`src/rtl/dbgen_pkg.sv`:
```
// Package: shared widths and field positions of the dead-band delay word.
// Assumes the delay word is 32 bits with both delay fields 12 bits wide.
package dbgen_pkg;
    localparam int DLY_W    = 12;
    localparam int CFG_W    = 32;
    localparam int RISE_LSB = 0;
    localparam int FALL_LSB = 16;

    typedef logic [DLY_W-1:0] dly_t;

    // Pull the rise-edge delay field out of the configuration word.
    function automatic dly_t rise_field(input logic [CFG_W-1:0] w);
        return w[RISE_LSB +: DLY_W];
    endfunction

    // Pull the fall-edge delay field out of the configuration word.
    function automatic dly_t fall_field(input logic [CFG_W-1:0] w);
        return w[FALL_LSB +: DLY_W];
    endfunction
endpackage

```
`src/rtl/dbgen_timer.sv`:
```
// Module: per-channel edge timer. It records the last reference level it
// has seen and counts down the delay that belongs to that level.
// `settled` is high when the current reference level has lasted its full
// delay. A delay of zero counts as settled in the same cycle.
// Assumes the delays stay fixed while a count is running.
module dbgen_timer #(
    parameter int DW = 12
) (
    input  logic          clk,
    input  logic          rst_n,
    input  logic          ref_i,
    input  logic [DW-1:0] rise_dly,
    input  logic [DW-1:0] fall_dly,
    output logic          settled
);
    localparam logic [DW-1:0] ONE = {{(DW-1){1'b0}}, 1'b1};

    logic          lvl_q;
    logic [DW-1:0] cnt_q;
    logic [DW-1:0] load_val;
    logic          changed;

    // Choose the count for the new level: delay minus one, or zero.
    always_comb begin
        load_val = ref_i ? rise_dly : fall_dly;
        if (load_val != '0) load_val = load_val - ONE;
    end

    assign changed = (ref_i != lvl_q);

    // Track the level; reload on every change, else count down to zero.
    always_ff @(posedge clk) begin
        if (!rst_n) begin
            lvl_q <= 1'b0;
            cnt_q <= '0;
        end else if (changed) begin
            lvl_q <= ref_i;
            cnt_q <= load_val;
        end else if (cnt_q != '0) begin
            cnt_q <= cnt_q - ONE;
        end
    end

    // Settled: unchanged level with expired count, or new level with zero delay.
    always_comb begin
        if (!changed) settled = (cnt_q == '0);
        else          settled = ref_i ? (rise_dly == '0) : (fall_dly == '0);
    end

    // A counter left running from an older level must be reloaded on change.
    AST_CNT_RELOAD: assert property (@(posedge clk) disable iff (!rst_n)
        $past(changed) |-> (lvl_q == $past(ref_i)))
        else $error("level not captured on change");
endmodule

```
`src/rtl/dbgen_chan.sv`:
```
// Module: one dead-band channel. It gates the true and complementary
// outputs with the timer's settled flag. With the channel disabled it
// passes the reference and its inverse straight through.
// Assumes the reference is synchronous to clk.
module dbgen_chan #(
    parameter int DW = 12
) (
    input  logic          clk,
    input  logic          rst_n,
    input  logic          en,
    input  logic          ref_i,
    input  logic [DW-1:0] rise_dly,
    input  logic [DW-1:0] fall_dly,
    output logic          hi_o,
    output logic          lo_o
);
    logic settled;

    dbgen_timer #(.DW(DW)) u_timer (
        .clk      (clk),
        .rst_n    (rst_n),
        .ref_i    (ref_i),
        .rise_dly (rise_dly),
        .fall_dly (fall_dly),
        .settled  (settled)
    );

    // Output gating: bypass when disabled, delayed rise when enabled.
    always_comb begin
        if (en) begin
            hi_o = ref_i & settled;
            lo_o = ~ref_i & settled;
        end else begin
            hi_o = ref_i;
            lo_o = ~ref_i;
        end
    end

    AST_NO_OVERLAP: assert property (@(posedge clk) disable iff (!rst_n)
        !(hi_o && lo_o)) else $error("both outputs high");
    AST_BYPASS: assert property (@(posedge clk) disable iff (!rst_n)
        !en |-> (hi_o == ref_i) && (lo_o == !ref_i)) else $error("bypass broken");
    AST_RISE_HOLD: assert property (@(posedge clk) disable iff (!rst_n)
        (en && ref_i && !$past(ref_i) && rise_dly != '0) |-> !hi_o)
        else $error("true output rose early");
    AST_FALL_HOLD: assert property (@(posedge clk) disable iff (!rst_n)
        (en && !ref_i && $past(ref_i) && fall_dly != '0) |-> !lo_o)
        else $error("complement rose early");
    AST_EDGE_CUT: assert property (@(posedge clk) disable iff (!rst_n)
        en |-> (!ref_i -> !hi_o) && (ref_i -> !lo_o))
        else $error("output not cut on edge");
endmodule

```
`src/rtl/dbgen_trio.sv`:
```
// Module: top of the dead-band stage. It unpacks the shared delay word
// and builds one channel per reference, each with its own enable bit.
// Assumes dly_cfg is held steady while any delay count is running.
module dbgen_trio #(
    parameter int NCH = 3
) (
    input  logic                       clk,
    input  logic                       rst_n,
    input  logic [dbgen_pkg::CFG_W-1:0] dly_cfg,
    input  logic [NCH-1:0]             db_en,
    input  logic [NCH-1:0]             pwm_ref,
    output logic [NCH-1:0]             out_hi,
    output logic [NCH-1:0]             out_lo
);
    import dbgen_pkg::*;

    dly_t rise_dly;
    dly_t fall_dly;
    logic unused_cfg_bits;

    // Field unpack of the shared delay word.
    assign rise_dly = rise_field(dly_cfg);
    assign fall_dly = fall_field(dly_cfg);
    assign unused_cfg_bits = ^{dly_cfg[FALL_LSB-1:RISE_LSB+DLY_W],
                               dly_cfg[CFG_W-1:FALL_LSB+DLY_W]};

    for (genvar i = 0; i < NCH; i++) begin : g_ch
        dbgen_chan #(.DW(DLY_W)) u_ch (
            .clk      (clk),
            .rst_n    (rst_n),
            .en       (db_en[i]),
            .ref_i    (pwm_ref[i]),
            .rise_dly (rise_dly),
            .fall_dly (fall_dly),
            .hi_o     (out_hi[i]),
            .lo_o     (out_lo[i])
        );
    end

    AST_PAIR_EXCL: assert property (@(posedge clk) disable iff (!rst_n)
        (out_hi & out_lo) == '0) else $error("pair overlap at top");
endmodule

```
`config.mk`:
```
export PLATFORM = sky130hd
export DESIGN_NAME = dbgen_trio
export DESIGN_NICKNAME = d
export VERILOG_FILES = /design/src/rtl/dbgen_pkg.sv /design/src/rtl/dbgen_timer.sv /design/src/rtl/dbgen_chan.sv /design/src/rtl/dbgen_trio.sv
export SDC_FILE = /design/constraint.sdc
export NUM_CORES = 1
export LEC_CHECK = 0
export BUFFER_PORTS_ARGS = -buffer_cell sky130_fd_sc_hd__buf_2
export CAP_MARGIN = 20
export CORE_AREA = 8 8 138 102
export CTS_BUF_LIST = sky130_fd_sc_hd__clkbuf_4
export DETAILED_ROUTE_END_ITERATION = 10
export DIE_AREA = 0 0 146 110
export PLACE_DENSITY_LB_ADDON = 0.2
export SLEW_MARGIN = 20
export SYNTH_ARGS = -nofsm -noshare
export SYNTH_HDL_FRONTEND = slang
export SYNTH_SLANG_ARGS = --single-unit
```
`constraint.sdc`:
```
create_clock -name clk -period 3.17 [get_ports clk]
set_input_delay 0.634 -clock clk [delete_from_list [all_inputs] [get_ports clk]]
set_output_delay 0.634 -clock clk [all_outputs]
set_load 0.01 [all_outputs]
```
==> results of run 1 <==
[critical path: cells and delay by family, from the launching register on]
family | cells | cell delay [ns]
AND/OR/NAND/NOR | 2 | 0.80
flip-flops | 1 | 0.35
AO/OA/AOI/OAI | 1 | 0.31
buffers and inverters | 2 | 0.28
adder cells (fa/ha/maj) | 1 | 0.18
[per-layer routing]
metal / global-route usage / share of wire
met1: 0.238 / 0.53
met2: 0.234 / 0.39
met3: 0.0322 / 0.061
met4: 0.0447 / 0.015
met5: 0 / 0
[registers in the layout, indices dropped and copies added, names as in the netlist]
| register | flops |
|---|---|
| g_ch.u_ch.u_timer.lvl_q | 3 |
| g_ch.u_ch.u_timer.cnt_q | 36 |
[cells in the mapped netlist, drive strengths merged (3+ instances only)]
cell type  count
nand2b         7
o311a          3
inv           11
xor2          21
nor2b          4
nand2         23
o31ai          7
o21a           3
or4            7
a221oi         4
nand4          6
ha            12
or2            4
a21o           3
o2111ai        3
o211ai         9
nand4b         4
nor2          43
buf           22
nor4b          5
mux2i         35
dfxtp         39
nand3b         3
a21oi         31
nor4          15
a211oi         4
o22ai          7
nor3          26
clkbuf        14
or3            6
xnor2         20
and2           8
mux2          14
o21ai         20
nand3         15
nor3b         10
[where the power goes]
group,internal [mW],switching [mW]
combinational,0.331,0.429
sequential,0.566,0.0847
clock,0.166,0.210
[final timing paths]
path | depth (start not counted) | endpoint | slack, ns | from
min | 2 | g_ch[1].u_ch.u_timer.cnt_q[11] | 0.59 | g_ch[1].u_ch.u_timer.cnt_q[11]
max | 6 | out_lo[0] | 0.23 | g_ch[0].u_ch.u_timer.cnt_q[0]
max reg2reg | 5 | g_ch[1].u_ch.u_timer.cnt_q[7] | 0.97 | g_ch[1].u_ch.u_timer.cnt_q[2]
min reg2reg | 2 | g_ch[1].u_ch.u_timer.cnt_q[11] | 0.59 | g_ch[1].u_ch.u_timer.cnt_q[11]
[cell families after synthesis]
group	Yosys count	share of synthesized area
AND/OR/NAND/NOR	190	0.274
XOR/XNOR	41	0.0904
buffers and inverters	47	0.0614
flip-flops	39	0.193
multiplexers	49	0.125
adder cells (fa/ha/maj)	12	0.0370
AO/OA/AOI/OAI	123	0.220
[repair_timing]
item	4_1_cts	5_1_grt
resized for setup	0	1
setup buffers	0	0
setup endpoints to repair	0	1
[through the flow]
step,total power [mW],std cells,util,hold slack (ns)
after floorplan,1.19,501,-,0.524
after global placement,1.40,693,0.371,0.555
after detailed placement,1.40,693,0.371,0.557
after CTS,1.78,701,0.378,0.593
after global routing,1.90,701,0.378,0.637
final,1.79,701,0.378,0.586
[area by class of cell]
class / count / area [um2]
fillers: 1245 / 7460
multi-input cells: 415 / 3030
flip-flops and latches: 39 / 781
repair buffers: 66 / 403
well taps: 162 / 203
clock inverters: 3 / 43.8
inverters: 11 / 41.3
clock buffers: 5 / 37.5
==> results.toml, run 1 <==
[finish]
final_common_cell = "nor2_1"
layout.nets = 590
drive_gt1_frac = 0.197
final_area_um2 = 4540
mostFrequentLayoutCells = "nor2_1 (43), dfxtp_1 (39), buf_2 (37)"
diodes = 0
area_growth_pct = 12.0

[logic_synthesis]
synth_edf_count = 0
syn_inst = 501
ys_seq_area_frac = 0.193
yosysTopAreaCell = "dfxtp_1"
ys_types = 75
synth_top_area_frac = 0.193
synth.avg_cell_area_um2 = 8.09
syn-cell-area_um2 = 4060
ys_warn_count = 0
synthTopCellsByArea = "dfxtp_1 (19%), mux2i_1 (8.6%), xnor2_1 (4.3%), xor2_1 (4.3%), nor2_1 (4.0%)"
synth_nets = 553
synth-seq-cells = 39
synth-main-ff-cell = "dfxtp_1"
ys_async_sr_fraction = 0

[clock_network]
cts_buffer_depth = 2
cts_root_buffer = "clkbuf_4"
cts_made_buffers = 5
holdBufCountCts = 0
clk_latency_ns = 0.39
tritoncts = "yes"
clk_pin_slew_ns = 0.14
htreeDepth = 2
clock_sinks = 39

[timing]
setup_viol = 0
max_freq_ghz = 0.341
period_share = 0.926
finClkSkew_ns = 0.0124
rsz0062_at_grt = "no"
worst_slack_ns = 0.234
drv_slew = 0
tightest_slew_ns = 0.958
maxSlewHeadroom = 0.361
min_period_ns = 2.94
setup_tns_ns = 0
finalHoldViolations = 0

[global_route]
grt_overflow = 0
antenna_found_initial = 0
grt_pass1_vias = 3859
grt_pass1_wl_mm = 20.8
grt_max_degree = 23
grt_usage = 0.162

[placed_design]
finalWeightedCongestion = 0.872
io_buffers = 37
dp_slack_ns = 0.310
placed_area_um2 = 4450
hpwl_mm = 10.3

[drt]
drc = 0
vias = 3954
postRouteAntennaNets = 0
first_pass_iters = 5
vias_per_cell = 5.64
routedWlPerCell_um = 18.4
drtIter0Drc = 354
wirelength_mm = 12.9

[worst_setup_path]
path_cells = "inv_1, ha_1, nor3b_1, nand4_1, a31oi_1, buf_2"
critPathKind = "reg2out"
crit_slowest_cell = "nor3b_1"
cp_max_fo = 7
setup.worst_path.end_class = "output pin"
critPathMaxStageDelay_ns = 0.41
crit_path_start_kind = "flop"
worstPathRequired_ns = 2.54
crit_arrival_ns = 2.30

[power_and_ir_drop]
p_per_area_nw_per_um2 = 393
p_leak_nw = 1.73
peakVddDrop_mv = 0.153

[status]
outcome = "finished, final reports clean"

[floorplanning]
rows = 34
core_area_um2 = 12000
die-area_um2 = 16100
die_w_um = 146
die_h_um = 110
io_pins = 46
initial_core_util = 0.338

[job]
drv_cap = 0

[worst_hold_path]
hold_class = "reg2reg"
Power figures use the tool's default switching activity.
==> run 2: changes to the inputs <==
--- a/config.mk
+++ b/config.mk
@@ -11,6 +11,7 @@
 export CTS_BUF_LIST = sky130_fd_sc_hd__clkbuf_4
 export DETAILED_ROUTE_END_ITERATION = 10
 export DIE_AREA = 0 0 146 110
+export GPL_TIMING_DRIVEN = 0
 export PLACE_DENSITY_LB_ADDON = 0.2
 export SLEW_MARGIN = 20
 export SYNTH_ARGS = -nofsm -noshare
==> run 2 against run 1 <==
Effect of this change: wire length increased by 3.8%; clock power decreased by 5%; highest routed layer unchanged; non-clock buffer count decreased by 2; critical path depth increased by 1; die area unchanged; hold slack got worse by 0.0054 ns; flip-flop and latch count unchanged; setup slack got worse by 0.11 ns; core utilization about the same.
==> results.toml, run 2 (synthesized netlist as in run 1, its figures left out) <==
[floorplanning]
io_pins = 46
rows = 34
initial_core_util = 0.338
die_h_um = 110
die-area_um2 = 16100
core_area_um2 = 12000
die_w_um = 146

[timing]
period_share = 0.960
tightest_slew_ns = 0.785
max_freq_ghz = 0.329
maxSlewHeadroom = 0.462
finClkSkew_ns = 0.0109
setup_tns_ns = 0
setup_viol = 0
min_period_ns = 3.04
drv_slew = 0
rsz0062_at_grt = "no"
finalHoldViolations = 0

[power_and_ir_drop]
p_int_mw = 1.05
sw_frac_of_total = 0.405
pwr-share-seq = 0.370
switchingPower_mw = 0.716
peakVddDrop_mv = 0.155
clkPwrFrac = 0.202
p_leak_nw = 1.68
combPwrFrac = 0.428
p_per_area_nw_per_um2 = 389
power_mw = 1.77

[finish]
mostFrequentLayoutCells = "nor2_1 (43), dfxtp_1 (39), mux2i_1 (34)"
multiInputGateArea_um2 = 3080
final_common_cell = "nor2_1"
reg_top3 = "g_ch.u_ch.u_timer.cnt_q (36), g_ch.u_ch.u_timer.lvl_q (3)"
finalNonFillerCells = 699
diodes = 0
layout.nets = 588
final_area_um2 = 4550
ff_latch_area_um2 = 781
top_register = "g_ch.u_ch.u_timer.cnt_q"
drive_gt1_frac = 0.173
area_growth_pct = 12.1
fillerInstances = 1305
largest_reg_flops = 36

[drt]
met3_length_um = 834
routedWlPerCell_um = 19.2
wirelength_mm = 13.4
vias = 4066
met1_length_mm = 7.19
drc = 0
dr.max_layer_used = "met4"
postRouteAntennaNets = 0
drtIter0Drc = 362
vias_per_cell = 5.82
first_pass_iters = 5
routed-wl-met2_mm = 5.20

[worst_setup_path]
path_cells = "clkbuf_1, nor4_4, nand4_1, mux2_2, a21boi_0, buf_4, buf_2"
worstPathRequired_ns = 2.54
cp.buffers_inverters = 3
crit_arrival_ns = 2.41
critPathKind = "in2out"
crit_path_start_kind = "input pin"
cp_max_fo = 9
setup.worst_path.end_class = "output pin"
rrSetupSlack_ns = 0.83
critical_path.top_delay_family = "simple AND/OR/NAND/NOR gates"
critPathMaxStageDelay_ns = 0.44
crit_slowest_cell = "nor4_4"

[global_route]
grt_pass1_vias = 3839
grt_max_degree = 13
grt_usage = 0.167
antenna_found_initial = 0
grt_pass1_wl_mm = 21.3
grt_overflow = 0

[clock_network]
clock_sinks = 39
cts_root_buffer = "clkbuf_4"
clk_pin_slew_ns = 0.13
cts_made_buffers = 5
cts_buffer_depth = 2
clk_latency_ns = 0.38
tritoncts = "yes"
holdBufCountCts = 0
htreeDepth = 2

[placed_design]
placed_area_um2 = 4380
dp.cells = 688
io_buffers = 25
hpwl_mm = 10.3
finalWeightedCongestion = 0.863

[worst_hold_path]
hold_class = "reg2reg"

[status]
outcome = "finished, final reports clean"

[job]
drv_cap = 0
[run 2: cell types whose count changed in the layout (fill, tap and decap cells not counted), sizes merged]
cell    delta
clkbuf    +15
buf       -17
[run 2: worst paths after layout]
path,startpoint,cells past startpoint,to
max,dly_cfg[9],7,out_hi[2]
min,g_ch[1].u_ch.u_timer.cnt_q[11],2,g_ch[1].u_ch.u_timer.cnt_q[11]
max reg2reg,g_ch[2].u_ch.u_timer.cnt_q[6],7,g_ch[2].u_ch.u_timer.cnt_q[8]
min reg2reg,g_ch[1].u_ch.u_timer.cnt_q[11],2,g_ch[1].u_ch.u_timer.cnt_q[11]
[run 2: metrics by stage]
stage	hold slack (ns)	setup slack (ns)	util
2_1_floorplan	0.524	0.278	-
3_3_place_gp	0.562	-0.386	0.365
3_5_place_dp	0.558	-0.384	0.365
4_1_cts	0.594	0.00213	0.375
5_1_grt	0.620	0.0179	0.379
6_report	0.580	0.127	0.379
[run 2: area by class of cell]
| cell class | count | area share |
|---|---|---|
| well taps | 162 | 0.0446 |
| clock inverters | 3 | 0.00853 |
| plain buffers | 35 | 0.0451 |
| multi-input cells | 415 | 0.679 |
| flip-flops and latches | 39 | 0.172 |
| repair buffers | 29 | 0.0341 |
| inverters | 11 | 0.00908 |
| clock buffers | 5 | 0.00826 |
[run 2: metal layers]
metal / GRT usage / vias to the layer above
met5: 0 / -
met4: 0.0469 / 0
met3: 0.0310 / 15
met2: 0.230 / 155
met1: 0.255 / 1948
li1: - / 1948
[run 2: power by group through the flow]
stage                     clock [mW]  sequential, mW  combinational [mW]
after floorplan                    0           0.637               0.556
after global placement             0           0.652               0.726
after detailed placement           0           0.655               0.730
after CTS                      0.373           0.644               0.740
after global routing           0.392           0.666               0.837
final                          0.357           0.654               0.758
[run 2: timing repair]
| item | in CTS | in global routing |
|---|---|---|
| resized for setup | 2 | 8 |
| buffers inserted | 3 | 1 |
| setup endpoints to repair | 7 | 10 |
| pin swaps | 2 | 1 |
[run 2: worst reg2reg max path, stage by stage (launching register included)]
cell,delay (ns)
dfxtp_1,0.38
nor4_1,0.55
nand4_1,0.28
buf_4,0.23
buf_4,0.16
o21ai_1,0.38
or3_1,0.19
o41ai_1,0.06
